`src/rtl/stkptr_pkg.sv`:
```
package stkptr_pkg;
  // Where the next pointer value comes from
  typedef enum logic [1:0] {
    PSRC_HOLD    = 2'd0,
    PSRC_STEP    = 2'd1,
    PSRC_LOAD    = 2'd2,
    PSRC_RESTORE = 2'd3
  } ptr_src_e;

  // Which address a write uses
  typedef enum logic {
    WA_OLD = 1'b0,
    WA_NEW = 1'b1
  } wr_addr_e;
endpackage

```
`src/rtl/stkptr_step_calc.sv`:
```
module stkptr_step_calc #(
  parameter int WORD_W = 6,
  parameter int STEP_W = 3
) (
  input  logic [WORD_W-1:0] word_i,
  input  logic [STEP_W-1:0] step_i,
  output logic [WORD_W-1:0] word_o,
  output logic              carry_o,
  output logic              borrow_o
);
  // Two guard bits: one for the carry, one for the sign
  localparam int SUM_W = WORD_W + 2;

  function automatic logic [SUM_W-1:0] add_step(input logic [WORD_W-1:0] w,
                                                input logic [STEP_W-1:0] s);
    logic [SUM_W-1:0] wx;
    logic [SUM_W-1:0] sx;
    wx = {2'b00, w};
    sx = {{(SUM_W-STEP_W){s[STEP_W-1]}}, s};
    return wx + sx;
  endfunction

  logic [SUM_W-1:0] sum;

  assign sum      = add_step(word_i, step_i);
  assign word_o   = sum[WORD_W-1:0];
  assign borrow_o = sum[SUM_W-1];
  assign carry_o  = ~sum[SUM_W-1] & sum[WORD_W];
endmodule

```
`src/rtl/stkptr_ctrl.sv`:
```
module stkptr_ctrl
  import stkptr_pkg::*;
#(
  parameter int PTR_W = 8
) (
  input  logic [PTR_W-1:0] ptr_i,
  input  logic             op_valid_i,
  input  logic             ref_top_i,
  input  logic             chk_en_i,
  input  logic             load_i,
  input  logic             restore_i,
  input  logic             carry_i,
  input  logic             borrow_i,
  output ptr_src_e         src_o,
  output logic             step_go_o,
  output logic             err_evt_o
);
  logic empty;

  assign empty     = (ptr_i == '0);
  assign step_go_o = op_valid_i & ~restore_i & ~load_i;
  assign err_evt_o = step_go_o & (carry_i | borrow_i | (empty & ref_top_i & chk_en_i));

  always_comb begin
    if (restore_i)
      src_o = PSRC_RESTORE;
    else if (load_i)
      src_o = PSRC_LOAD;
    else if (step_go_o && !err_evt_o)
      src_o = PSRC_STEP;
    else
      src_o = PSRC_HOLD;
  end
endmodule

```
`src/rtl/stkptr_stack_mem.sv`:
```
module stkptr_stack_mem #(
  parameter int DATA_W = 16,
  parameter int ADDR_W = 8
) (
  input  logic              clk,
  input  logic              rst_n,
  input  logic              rd_en,
  input  logic [ADDR_W-1:0] rd_addr,
  output logic [DATA_W-1:0] rd_data,
  input  logic              wr_en,
  input  logic [ADDR_W-1:0] wr_addr,
  input  logic [DATA_W-1:0] wr_data
);
  localparam int DEPTH = 1 << ADDR_W;

  logic [DATA_W-1:0] cells [DEPTH];

  always_ff @(posedge clk) begin
    if (wr_en)
      cells[wr_addr] <= wr_data;
  end

  // The read register samples the cells before this edge's write lands
  always_ff @(posedge clk or negedge rst_n) begin
    if (!rst_n)
      rd_data <= '0;
    else if (rd_en)
      rd_data <= cells[rd_addr];
  end
endmodule

```
`src/rtl/stkptr_unit.sv`:
```
module stkptr_unit
  import stkptr_pkg::*;
#(
  parameter int DATA_W = 16,
  parameter int SEL_W  = 2,
  parameter int WORD_W = 6,
  parameter int STEP_W = 3,
  parameter int LD_W   = 16
) (
  input  logic                      clk,
  input  logic                      rst_n,
  input  logic                      op_valid,
  input  logic [STEP_W-1:0]         step,
  input  logic                      ref_top,
  input  logic                      chk_en,
  input  logic                      wr_en,
  input  logic                      wr_at_new,
  input  logic [DATA_W-1:0]         wr_data,
  input  logic                      ld_en,
  input  logic [LD_W-1:0]           ld_data,
  input  logic                      save_ptr,
  input  logic                      restore_ptr,
  input  logic                      err_clr,
  output logic [DATA_W-1:0]         rd_data,
  output logic [SEL_W+WORD_W-1:0]   ptr,
  output logic                      stk_err
);
  localparam int PTR_W = SEL_W + WORD_W;

  logic [PTR_W-1:0]  ptr_q;
  logic [PTR_W-1:0]  saved_q;
  logic [PTR_W-1:0]  ptr_d;
  logic [PTR_W-1:0]  stepped_ptr;
  logic [WORD_W-1:0] new_word;
  logic              carry;
  logic              borrow;
  logic              step_go;
  logic              err_evt;
  logic              err_q;
  ptr_src_e          src;
  wr_addr_e          wsel;
  logic              mem_we;
  logic [PTR_W-1:0]  mem_waddr;

  if (LD_W > PTR_W) begin : g_ld_hi
    logic unused_ld_hi;
    assign unused_ld_hi = ^ld_data[LD_W-1:PTR_W];
  end

  stkptr_step_calc #(.WORD_W(WORD_W), .STEP_W(STEP_W)) u_step (
    .word_i   (ptr_q[WORD_W-1:0]),
    .step_i   (step),
    .word_o   (new_word),
    .carry_o  (carry),
    .borrow_o (borrow)
  );

  stkptr_ctrl #(.PTR_W(PTR_W)) u_ctrl (
    .ptr_i      (ptr_q),
    .op_valid_i (op_valid),
    .ref_top_i  (ref_top),
    .chk_en_i   (chk_en),
    .load_i     (ld_en),
    .restore_i  (restore_ptr),
    .carry_i    (carry),
    .borrow_i   (borrow),
    .src_o      (src),
    .step_go_o  (step_go),
    .err_evt_o  (err_evt)
  );

  assign stepped_ptr = {ptr_q[PTR_W-1:WORD_W], new_word};
  assign wsel        = wr_addr_e'(wr_at_new);
  assign mem_we      = step_go & wr_en & ~err_evt;
  assign mem_waddr   = (wsel == WA_NEW) ? stepped_ptr : ptr_q;

  stkptr_stack_mem #(.DATA_W(DATA_W), .ADDR_W(PTR_W)) u_mem (
    .clk     (clk),
    .rst_n   (rst_n),
    .rd_en   (step_go & ref_top),
    .rd_addr (ptr_q),
    .rd_data (rd_data),
    .wr_en   (mem_we),
    .wr_addr (mem_waddr),
    .wr_data (wr_data)
  );

  always_comb begin
    unique case (src)
      PSRC_STEP:    ptr_d = stepped_ptr;
      PSRC_LOAD:    ptr_d = ld_data[PTR_W-1:0];
      PSRC_RESTORE: ptr_d = saved_q;
      default:      ptr_d = ptr_q;
    endcase
  end

  always_ff @(posedge clk or negedge rst_n) begin
    if (!rst_n) begin
      ptr_q   <= '0;
      saved_q <= '0;
      err_q   <= 1'b0;
    end else begin
      ptr_q <= ptr_d;
      if (save_ptr)
        saved_q <= ptr_q;
      if (err_evt)
        err_q <= 1'b1;
      else if (err_clr)
        err_q <= 1'b0;
    end
  end

  assign ptr     = ptr_q;
  assign stk_err = err_q;
endmodule


```
`config.mk`:
```
export PLATFORM = sky130hd
export DESIGN_NAME = stkptr_unit
export DESIGN_NICKNAME = d
export VERILOG_FILES = /design/src/rtl/stkptr_pkg.sv /design/src/rtl/stkptr_step_calc.sv /design/src/rtl/stkptr_ctrl.sv /design/src/rtl/stkptr_stack_mem.sv /design/src/rtl/stkptr_unit.sv
export SDC_FILE = /design/constraint.sdc
export NUM_CORES = 2
export LEC_CHECK = 0
export BUFFER_PORTS_ARGS = -buffer_cell sky130_fd_sc_hd__buf_2
export CAP_MARGIN = 10
export CORE_ASPECT_RATIO = 0.9
export CORE_MARGIN = 1.5
export CORE_UTILIZATION = 45
export DETAILED_ROUTE_END_ITERATION = 8
export PLACE_DENSITY_LB_ADDON = 0.12
export REMOVE_ABC_BUFFERS = 1
export SYNTH_ARGS = -nofsm -noshare
export SYNTH_HDL_FRONTEND = slang
export SYNTH_SLANG_ARGS = --single-unit
```
`constraint.sdc`:
```
create_clock -name clk -period 7.15 [get_ports clk]
set_clock_uncertainty 0.1 [all_clocks]
set_input_delay 1.43 -clock clk [delete_from_list [all_inputs] [get_ports clk]]
set_output_delay 1.43 -clock clk [all_outputs]
set_load 0.02 [all_outputs]
```
==> summary.txt <==
STA
  • Final setup viols: 0
  • Slew margin rel.: 0.0496
  • Unrepaired setup endpoints after global routing: no
  • Period utilization: 0.794
  • FMAX: 0.176 GHz
  • Final hold slack: 0.406 ns
  • Slew @ Worst Pin: 1.43 ns
  • Final setup TNS: 0 ns
  • Hold Violations, Final: 0
  • Setup ws final: 1.47 ns
  • Max Slew Vio Count: 0
  • Tmin final: 5.68 ns

Worst setup path
  • Critical path class: reg -> reg
  • CP max-delay cell: dfrtp_4
  • Worst Path Arrival: 6.38 ns
  • R2R Path End: u_mem.rd_data[11]
  • Reg2Reg Setup Slack: 1.47 ns
  • Reg2Reg Depth: 8
  • Max incr delay on CP: 1.11 ns
  • Critical Path Start Type: flop
  • Worst Path Required: 7.85 ns
  • Crit-path cells: buf_12, mux4_2, mux4_2, a22o_1, nor4_1, o21ai_1, a21oi_1, a21oi_1
  • CP Max Fanout: 64
  • Critical Path Sink Type: flop
  • Reg-to-Reg Start: ptr[0]

Finish
  • Sequential cell area: 124000 um2
  • P&R area growth vs syn: 13.8%
  • Final Non-Filler Cells: 12300
  • Multi-input logic area: 33700 um2
  • Filler Cells Inserted: 27400
  • NumNets Final: 7344
  • Fraction of layout instances using a drive strength above 1: 0.317

Floorplanning
  • Die W: 629 um
  • Ports: 71
  • Rows: 206
  • Die ar.: 357000 um2
  • Core area: 351000 um2
  • Initial core utilization: 0.453
  • Die H: 567 um

Place
  • Placed insts: 11500
  • Final HPWL DP: 245000 um
  • I/O Buffers: 62
  • Gp weighted congestion: 0.859
  • Pre-CTS setup slack: 1.23 ns

CTS
  • Count of clock tree sinks: 4129
  • TritonCTS buffer count: 421
  • CTS clock-pin slew for the worst setup and hold paths: 0.06 ns
  • Resize count post-CTS: 0
  • Post-CTS setup buffer count: 0
  • CTS tree: built
  • Clk_lat worst skew: 0.96 ns
  • Root buf cell: clkbuf_16
  • Max Root-Sink Buffers: 4
  • H-tree depth: 5
  • Post-CTS Hold Fix Bufs: 0

Route
  • Drt via density: 6.02
  • 1st-iter DRT viols: 8347
  • TritonRoute pass-1 iters: 5
  • DRC: 0
  • Post-route ant nets: 0
  • Via count: 74300
  • Drt wl/cell: 33.7 um
  • Detailed Route WL: 416000 um

Hold path
  • Hold endpoint: u_mem.rd_data[12]
  • Hold path depth: 1
  • HP Start: u_mem.rd_data[12]
  • Hold crit path type: reg -> reg

Global route
  • Vias in the first global route: 74500
  • Initial antenna violation count: 26
  • Grt total ovfl: 0
  • First-pass GRT wire length: 583000 um
  • Largest net degree at the start of global routing: 179
  • Gr usage total: 0.232

Power
  • Power per cell area: 354 nW/um2
  • Sw frac: 0.292
  • Clock power frac: 0.334
  • Total Power: 64.1 mW
  • Combinational power share: 0.243
  • VDD IR-drop max: 0.000369 V
  • Sw Pwr: 18.7 mW
  • Lkg Pwr: 55.8 nW
  • Proportion of power drawn by flip-flops and latches: 0.422
  • Internal: 45.3 mW

Yosys
  • Number of flops mapped to enable cells by yosys: 4096
  • Synth unique cells: 64
  • Syn Inst Count: 6798
  • Synth area leader: edfxtp_1
  • Synth top area share: 0.774
  • Count leader, synth: edfxtp_1
  • Mapped cell area: 159000 um2
  • Number of synthesized register bits: 4129
  • Synth Area per Inst: 23.4 um2
  • Most common flop cell mapped by yosys: edfxtp_1
  • Seq/Total Area, Yosys: 0.779
  • Ys async rst share: 0.00799
  • YS warnings: 0
  • Largest cells by area after synthesis: edfxtp_1 (77%), mux4_2 (16%), mux2i_1 (1.1%), nor2_1 (0.66%), dfrtp_1 (0.52%)
  • Commonest cells post-synth: edfxtp_1 (4096), mux4_2 (1163), nor2_1 (278)

Run status
  • Run status: completed

Job
  • Max-cap violations: 0
[per-layer routing]
metal / track usage / vias up / routed length, um
met5: 0 / - / 13
met3: 0.0422 / 510 / 31600
met4: 0.0657 / 2 / 12100
li1: - / 30200 / -
met2: 0.365 / 2712 / 198000
met1: 0.335 / 40900 / 174000
[kinds of logic (layout without fill, tap and decap cells)]
family          count (synthesis)  in the layout  synth area share
other cells                     0              9                 0
flops                        4129           4129             0.779
simple gates                  570            570            0.0162
compound gates                328            328            0.0135
xor+xnor                        3              3          0.000165
buf+inv                       403           1248            0.0130
mux                          1357           1357             0.177
fa+ha+maj                       8              8          0.000677
[cell type report]
| type | count | share of cell area |
|---|---|---|
| Sequential cell | 4129 | 0.685 |
| Clock inverter | 256 | 0.0127 |
| Tap cell | 4680 | 0.0324 |
| Inverter | 12 | 0.000298 |
| Timing Repair Buffer | 460 | 0.0221 |
| Clock buffer | 520 | 0.0612 |
| Antenna cell | 9 | 0.000125 |
| Multi-Input combinational cell | 2266 | 0.186 |
[power groups by stage]
stage | clock network (mW) | logic (mW) | registers [mW]
floorplan | 0 | 9.25 | 28.1
global placement | 0 | 15.7 | 27.6
detailed placement | 0 | 15.8 | 27.6
CTS | 21.8 | 15.8 | 27.1
global route | 22.7 | 16.3 | 27.0
finish | 21.4 | 15.6 | 27.1
[registers in the layout, indices dropped and copies added, names as in the netlist]
name           count
stk_err            1
saved_q            8
u_mem.cells     4096
u_mem.rd_data     16
ptr                8
[through the flow]
| stage | cell area, um2 | utilization |
|---|---|---|
| floorplan | 157000 | - |
| global placement | 167000 | 0.478 |
| detailed placement | 167000 | 0.478 |
| CTS | 181000 | 0.516 |
| global route | 181000 | 0.516 |
| finish | 181000 | 0.516 |
[critical path: cells and delay by family, from the launching register on]
family | cells | cell delay [ns]
AO/OA/AOI/OAI | 4 | 1.79
multiplexers | 2 | 1.14
flip-flops | 1 | 1.11
AND/OR/NAND/NOR | 1 | 0.77
buffers and inverters | 1 | 0.48
[worst max-delay path by stage]
stage             from             endpoint  slack, ns
2_1_floorplan   ptr[0]  u_mem.cells[160][0]     -38.24
3_3_place_gp   step[0]   u_mem.cells[72][4]       1.15
3_5_place_dp   step[0]   u_mem.cells[74][4]       1.23
4_1_cts         ptr[0]   u_mem.cells[74][0]       1.40
6_report        ptr[0]    u_mem.rd_data[11]       1.47
5_1_grt         ptr[0]   u_mem.cells[74][8]       1.17
[placed cells by master (no fill, tap or decap), types with 23 or more instances in the layout]
| master | synthesis | layout |
|---|---|---|
| mux2i_1 | 176 | 175 |
| clkinv_2 | 0 | 80 |
| nor3_1 | 25 | 24 |
| bufinv_16 | 0 | 37 |
| clkbuf_1 | 141 | 92 |
| a21oi_1 | 54 | 53 |
| buf_12 | 0 | 43 |
| buf_4 | 57 | 355 |
| clkbuf_16 | 0 | 428 |
| dfrtp_1 | 33 | 27 |
| edfxtp_1 | 4096 | 4096 |
| nor4_2 | 1 | 45 |
| nand3_1 | 23 | 23 |
| nor2_1 | 278 | 135 |
| nand2_1 | 103 | 102 |
| nor2_2 | 0 | 143 |
| a211oi_1 | 25 | 25 |
| o22ai_1 | 91 | 91 |
| o21ai_0 | 39 | 39 |
| mux4_2 | 1163 | 1163 |
| clkinv_1 | 1 | 111 |
| buf_2 | 111 | 46 |
No activity file was read; power rests on OpenSTA's default activity.
